==> src/rtl/rdc_pkg.sv <==
package rdc_pkg;
   // true when v is a positive power of two
   function automatic bit is_pow2(input int v);
      return (v > 0) && ((v & (v - 1)) == 0);
   endfunction
endpackage

==> src/rtl/rdc_pacer.sv <==
module rdc_pacer #(
   parameter int INTV_W = 8
) (
   input  logic              clk,
   input  logic              rst_n,
   input  logic              clr,
   input  logic              fire,
   input  logic [INTV_W-1:0] interval,
   output logic              ready
);
   logic [INTV_W-1:0] timer_q;

   always_ff @(posedge clk) begin
      if (!rst_n || clr)          timer_q <= '0;
      else if (fire)              timer_q <= interval;
      else if (timer_q != '0)     timer_q <= timer_q - 1'b1;
   end

   assign ready = (timer_q == '0);
endmodule

==> src/rtl/rdc_sizer.sv <==
module rdc_sizer #(
   parameter int LEN_W = 16,
   parameter int PAY_W = 8,
   parameter int CNT_W = 4
) (
   input  logic [LEN_W-1:0] remaining,
   input  logic [PAY_W-1:0] max_payload,
   input  logic [CNT_W-1:0] free_cnt,
   output logic [LEN_W-1:0] grant
);
   logic [LEN_W-1:0] pay_ext, free_ext, m01;

   assign pay_ext  = LEN_W'(max_payload);
   assign free_ext = LEN_W'(free_cnt);
   assign m01      = (remaining < pay_ext) ? remaining : pay_ext;
   assign grant    = (m01 < free_ext) ? m01 : free_ext;
endmodule

==> src/rtl/rdc_slot_table.sv <==
module rdc_slot_table #(
   parameter int NSLOT = 8,
   localparam int PTR_W = $clog2(NSLOT),
   localparam int CNT_W = $clog2(NSLOT + 1)
) (
   input  logic             clk,
   input  logic             rst_n,
   input  logic             clr,
   input  logic             alloc_en,
   input  logic [CNT_W-1:0] alloc_len,
   input  logic             alloc_final,
   input  logic             beat,
   input  logic             consume,
   output logic [CNT_W-1:0] free_cnt,
   output logic             beat_ok,
   output logic [NSLOT-1:0] full,
   output logic [NSLOT-1:0] last
);
   logic [PTR_W-1:0] tail_q, head_q, drain_q, last_idx;
   logic [CNT_W-1:0] alloc_q, pend_q, add_n;
   logic             cons_ok;

   assign add_n    = alloc_en ? alloc_len : '0;
   assign beat_ok  = beat && (pend_q != '0);
   assign cons_ok  = consume && full[drain_q];
   assign free_cnt = CNT_W'(NSLOT) - alloc_q;
   assign last_idx = tail_q + alloc_len[PTR_W-1:0] - PTR_W'(1);

   always_ff @(posedge clk) begin
      if (!rst_n || clr) begin
         tail_q  <= '0;
         head_q  <= '0;
         drain_q <= '0;
         alloc_q <= '0;
         pend_q  <= '0;
      end else begin
         if (alloc_en) tail_q  <= tail_q + alloc_len[PTR_W-1:0];
         if (beat_ok)  head_q  <= head_q + 1'b1;
         if (cons_ok)  drain_q <= drain_q + 1'b1;
         alloc_q <= alloc_q + add_n - (cons_ok ? CNT_W'(1) : '0);
         pend_q  <= pend_q + add_n - (beat_ok ? CNT_W'(1) : '0);
      end
   end

   for (genvar i = 0; i < NSLOT; i++) begin : g_slot
      always_ff @(posedge clk) begin
         if (!rst_n || clr) begin
            full[i] <= 1'b0;
            last[i] <= 1'b0;
         end else begin
            if (beat_ok && head_q == PTR_W'(i))        full[i] <= 1'b1;
            else if (cons_ok && drain_q == PTR_W'(i))  full[i] <= 1'b0;
            if (alloc_en && alloc_final)               last[i] <= (last_idx == PTR_W'(i));
         end
      end
   end
endmodule

==> src/rtl/rdc_request_ctrl.sv <==
module rdc_request_ctrl #(
   parameter int ADDR_W    = 32,
   parameter int LEN_W     = 16,
   parameter int PAY_W     = 8,
   parameter int INTV_W    = 8,
   parameter int NSLOT     = 8,
   parameter int BLK_BYTES = 64
) (
   input  logic              clk,
   input  logic              rst_n,
   input  logic              frame_start,
   input  logic [ADDR_W-1:0] src_addr,
   input  logic [LEN_W-1:0]  src_len,
   input  logic [INTV_W-1:0] interval,
   input  logic [PAY_W-1:0]  max_payload,
   input  logic              beat_valid,
   input  logic              slot_consume,
   output logic              req_valid,
   output logic [ADDR_W-1:0] req_addr,
   output logic [LEN_W-1:0]  req_len,
   output logic [NSLOT-1:0]  slot_full,
   output logic [NSLOT-1:0]  slot_last,
   output logic              frame_done
);
   import rdc_pkg::*;
   localparam int CNT_W = $clog2(NSLOT + 1);

   if (!is_pow2(NSLOT) || NSLOT < 2) begin : g_bad_nslot
      $error("NSLOT must be a power of two of at least 2");
   end
   if (LEN_W <= CNT_W || PAY_W > LEN_W) begin : g_bad_len
      $error("LEN_W must exceed the slot count width and cover PAY_W");
   end

   logic              busy_q, active_q, ready, fire, final_blk, beat_ok;
   logic [LEN_W-1:0]  rem_q, total_q, landed_q, grant;
   logic [ADDR_W-1:0] addr_q, step;
   logic [CNT_W-1:0]  free_cnt;

   rdc_pacer #(.INTV_W(INTV_W)) u_pacer (
      .clk(clk), .rst_n(rst_n), .clr(frame_start), .fire(fire),
      .interval(interval), .ready(ready));

   rdc_sizer #(.LEN_W(LEN_W), .PAY_W(PAY_W), .CNT_W(CNT_W)) u_sizer (
      .remaining(rem_q), .max_payload(max_payload), .free_cnt(free_cnt), .grant(grant));

   rdc_slot_table #(.NSLOT(NSLOT)) u_table (
      .clk(clk), .rst_n(rst_n), .clr(frame_start),
      .alloc_en(fire), .alloc_len(grant[CNT_W-1:0]), .alloc_final(final_blk),
      .beat(beat_valid), .consume(slot_consume),
      .free_cnt(free_cnt), .beat_ok(beat_ok), .full(slot_full), .last(slot_last));

   // byte step of one request: shifter when the block size allows it
   if (is_pow2(BLK_BYTES)) begin : g_step_shift
      assign step = ADDR_W'(grant) << $clog2(BLK_BYTES);
   end else begin : g_step_mul
      assign step = ADDR_W'(grant) * ADDR_W'(BLK_BYTES);
   end

   assign fire      = busy_q && !frame_start && ready && (grant != '0);
   assign final_blk = (grant == rem_q);
   assign frame_done = active_q && !busy_q && (landed_q == total_q);

   always_ff @(posedge clk) begin
      if (!rst_n) begin
         busy_q    <= 1'b0;
         active_q  <= 1'b0;
         rem_q     <= '0;
         total_q   <= '0;
         landed_q  <= '0;
         addr_q    <= '0;
         req_valid <= 1'b0;
         req_addr  <= '0;
         req_len   <= '0;
      end else if (frame_start) begin
         busy_q    <= (src_len != '0);
         active_q  <= 1'b1;
         rem_q     <= src_len;
         total_q   <= src_len;
         landed_q  <= '0;
         addr_q    <= src_addr;
         req_valid <= 1'b0;
      end else begin
         req_valid <= fire;
         if (beat_ok) landed_q <= landed_q + 1'b1;
         if (fire) begin
            req_addr <= addr_q;
            req_len  <= grant;
            addr_q   <= addr_q + step;
            rem_q    <= rem_q - grant;
            if (final_blk) busy_q <= 1'b0;
         end
      end
   end
endmodule

==> config.mk <==
export PLATFORM = sky130hd
export DESIGN_NAME = rdc_request_ctrl
export DESIGN_NICKNAME = d
export VERILOG_FILES = /design/src/rtl/rdc_pkg.sv /design/src/rtl/rdc_pacer.sv /design/src/rtl/rdc_sizer.sv /design/src/rtl/rdc_slot_table.sv /design/src/rtl/rdc_request_ctrl.sv
export SDC_FILE = /design/constraint.sdc
export NUM_CORES = 1
export LEC_CHECK = 0
export CORE_MARGIN = 10
export CORE_UTILIZATION = 50
export DETAILED_ROUTE_END_ITERATION = 10
export HOLD_SLACK_MARGIN = 0.1
export PLACE_DENSITY = 0.83
export SYNTH_ARGS = -nofsm -noshare
export SYNTH_HDL_FRONTEND = slang
export SYNTH_SLANG_ARGS = --single-unit
==> constraint.sdc <==
create_clock -name clk -period 5.45 [get_ports clk]
set_input_delay 0.8175 -clock clk [delete_from_list [all_inputs] [get_ports clk]]
set_output_delay 0.8175 -clock clk [all_outputs]
set_load 0.05 [all_outputs]
==> results.toml <==
[run_status]
status = "complete, no violations"

[clock_tree]
cts_tree = "done"
cts_num_sinks = 172
htreeDepth = 4
root_buffer = "clkbuf_16"
clockBufferDepth = 2
clkLatencyLatePin_ps = 440
postCtsHoldBufs = 0
cts_buffers = 17
path_clk_slew_ps = 70

[pwr]
power_leakage_nw = 4.96
peakVddDrop_uv = 260
powerDensity_nw_per_um2 = 352

[critical_path]
endpoint_kind = "flop"
ff2ff_setup_slack_ps = 240
worst_setup_path_start_kind = "primary input"
timing.critical_path.required_ps = 5760
critical_path_peak_fanout = 8
slowest_delay_ps = 470
criticalPathCategory = "in2reg"
crit_arrival_ps = 5670
endpoint = "rem_q[14]"
crit_start = "max_payload[1]"
reg2reg_to = "rem_q[14]"
crit_path_top_delay_cell = "or4_1"
reg2regPathDepth = 23
r2r-start = "rem_q[1]"

[place]
dpl_cell_area_um2 = 11400
port_buffers = 134
hpwl_um = 19000
place.gp.congestion = 0.945

[floorplan]
die_area_um2 = 24700
pin_count = 135
start_util = 0.505
rows = 50
die_w_um = 157
die_h_um = 157
core_area_um2 = 18600

[global_routing]
grt_start_max_net_pins = 74
grt_pass1_wl_um = 43400
grt_pass1_vias = 8883
grt_usage = 0.213
antenna_found_initial = 1
gr-total-overflow = 0

[worst_hold_path]
min_path_type = "reg2reg"
worstHoldStart = "addr_q[4]"

[sta]
finClkSkew_ps = 12.2
finalCritPeriodShare = 0.983
worst_slew_pin_slew_ps = 867
setup_viol = 0
max-slew-margin-rel = 0.420
fin_crit_ps = 5360
finalMaxSlewViolations = 0
timing.fmax_ghz = 0.187
hold_viol = 0

[cells_and_area]
n_fill_cell = 1475
syn_to_final_growth_pct = 30.6
nets = 1473
final_cell_area_um2 = 12300
antenna_cells = 0
final_util = 0.659
drive_gt1_frac = 0.127

[route]
routedWlPerCell_um = 17.6
firstDrtPassIters = 5
drc = 0
routed_via_density = 5.80
ant_nets = 0
drt_iter0_drc = 848
drt_wl_total_um = 27700
num_vias = 9134

[synth]
synth.distinct_cells = 71
synth_flop_cell = "dfxtp_1"
ys_seq_area_frac = 0.366
syn_inst = 1140
synth_edf_count = 0
ys_ff_latch = 172
async_reset_ff_frac = 0
syn_area_um2 = 9410
yosys_warnings = 0
synth.avg_cell_area_um2 = 8.26

[job]
maxCapViolations = 0
==> layout make-up <==
type	instances	area, um^2	share of cell area
inverters	68	255	0.0208
clock inverters	10	140	0.0114
flip-flops and latches	172	3440	0.280
clock buffers	21	470	0.0383
well taps	234	293	0.0238
repair buffers	206	1860	0.151
multi-input cells	865	5830	0.475
==> synth_stat cells, types with 5 or more instances <==
| library cell | n | share of area |
|---|---|---|
| dfxtp_1 | 172 | 0.37 |
| nand2_1 | 151 | 0.060 |
| nor2_1 | 103 | 0.041 |
| a21oi_1 | 93 | 0.049 |
| ha_1 | 69 | 0.092 |
| inv_1 | 68 | 0.027 |
| o21ai_0 | 52 | 0.028 |
| clkbuf_1 | 36 | 0.014 |
| nand3_1 | 32 | 0.017 |
| xor2_1 | 31 | 0.029 |
| xnor2_1 | 30 | 0.028 |
| and3_1 | 25 | 0.017 |
| mux2i_1 | 24 | 0.026 |
| a31oi_1 | 20 | 0.013 |
| nor3_1 | 14 | 0.0074 |
| buf_2 | 11 | 0.0058 |
| nor4_1 | 11 | 0.0073 |
| o21a_1 | 11 | 0.0088 |
| or3_1 | 11 | 0.0073 |
| or4_1 | 11 | 0.0088 |
| a21o_1 | 10 | 0.0080 |
| a311oi_1 | 10 | 0.0093 |
| nand4_1 | 10 | 0.0066 |
| o31ai_1 | 10 | 0.0080 |
| nand2b_1 | 9 | 0.0060 |
| a211oi_1 | 8 | 0.0064 |
| buf_1 | 8 | 0.0032 |
| a32o_1 | 7 | 0.0074 |
| and2_1 | 7 | 0.0047 |
| nor2b_1 | 6 | 0.0040 |
| a22oi_1 | 5 | 0.0040 |
| fa_1 | 5 | 0.011 |
| o211ai_1 | 5 | 0.0040 |
==> worst max-delay path: cells and delay by family <==
| kind | cells | cell delay [ps] |
|---|---|---|
| simple gates | 5 | 1240 |
| buf+inv | 4 | 610 |
| fa+ha+maj | 3 | 660 |
| compound gates | 13 | 2350 |
==> cell usage in the layout, fill, tap and decap left out, types with 25 or more instances in the layout <==
cell type,Yosys,layout
and3_1,25,25
nand2_1,151,150
xnor2_1,30,30
ha_1,69,60
inv_1,68,59
buf_4,1,71
dfxtp_1,172,172
a21oi_1,93,89
o21ai_0,52,41
clkdlybuf4s50_1,0,125
nor2_1,103,99
nand3_1,32,32
xor2_1,31,31
==> routing by layer <==
metal | track usage | up-vias | part of all wire
met5 | 0 | - | 0.00061
met4 | 0.0708 | 2 | 0.031
met3 | 0.0499 | 80 | 0.066
met2 | 0.368 | 359 | 0.49
met1 | 0.254 | 4315 | 0.41
li1 | - | 4378 | -
==> flip-flops by register name (all words and copies together) (netlist names) <==
signal	flops
active_q	1
addr_q	32
busy_q	1
landed_q	16
rem_q	16
req_addr	32
req_len	16
req_valid	1
total_q	16
u_pacer.timer_q	8
u_table.alloc_q	4
u_table.drain_q	3
u_table.full	8
u_table.head_q	3
u_table.last	8
u_table.pend_q	4
u_table.tail_q	3
==> power by group <==
part / leakage, nW / switching (mW) / internal, mW
logic: 3.27 / 0.908 / 0.700
clock network: 0.291 / 0.517 / 0.755
registers: 1.40 / 0.0938 / 1.36
total: 4.96 / 1.52 / 2.81
==> cells by family after synthesis <==
family,count (synthesis),synth area share
other cells,2,0.000798
xor+xnor,63,0.0615
fa+ha+maj,74,0.102
flops,172,0.366
compound gates,271,0.184
mux,27,0.0315
buf+inv,124,0.0513
simple gates,407,0.203
==> timing repair <==
action                     in CTS  in global routing
setup endpoints to repair      21                 25
pin swaps                      19                 24
buffers inserted                7                  4
gates resized for setup        28                 47
==> worst min-delay path by stage <==
| stage | end | slack, ps | depth (start not counted) |
|---|---|---|---|
| floorplan | active_q | 430 | 2 |
| global placement | req_addr[2] | 440 | 2 |
| detailed placement | req_addr[20] | 440 | 2 |
| CTS | req_addr[4] | 440 | 2 |
| global route | req_addr[6] | 470 | 2 |
| finish | req_addr[4] | 440 | 2 |
==> metrics by stage <==
stage | std cells | setup WS (ps) | power (mW) | TNS [ps] | hold WS [ps]
after floorplan | 1161 | 1.21 | 2.47 | 0 | 427
after global placement | 1534 | -541 | 2.89 | -10060 | 437
after detailed placement | 1534 | -730 | 2.94 | -15400 | 444
after CTS | 1572 | 143 | 4.24 | 0 | 444
after global routing | 1576 | -104 | 4.56 | -144 | 473
final | 1576 | 92.9 | 4.33 | 0 | 444
Note: power is estimated with default switching activity, not from simulation.
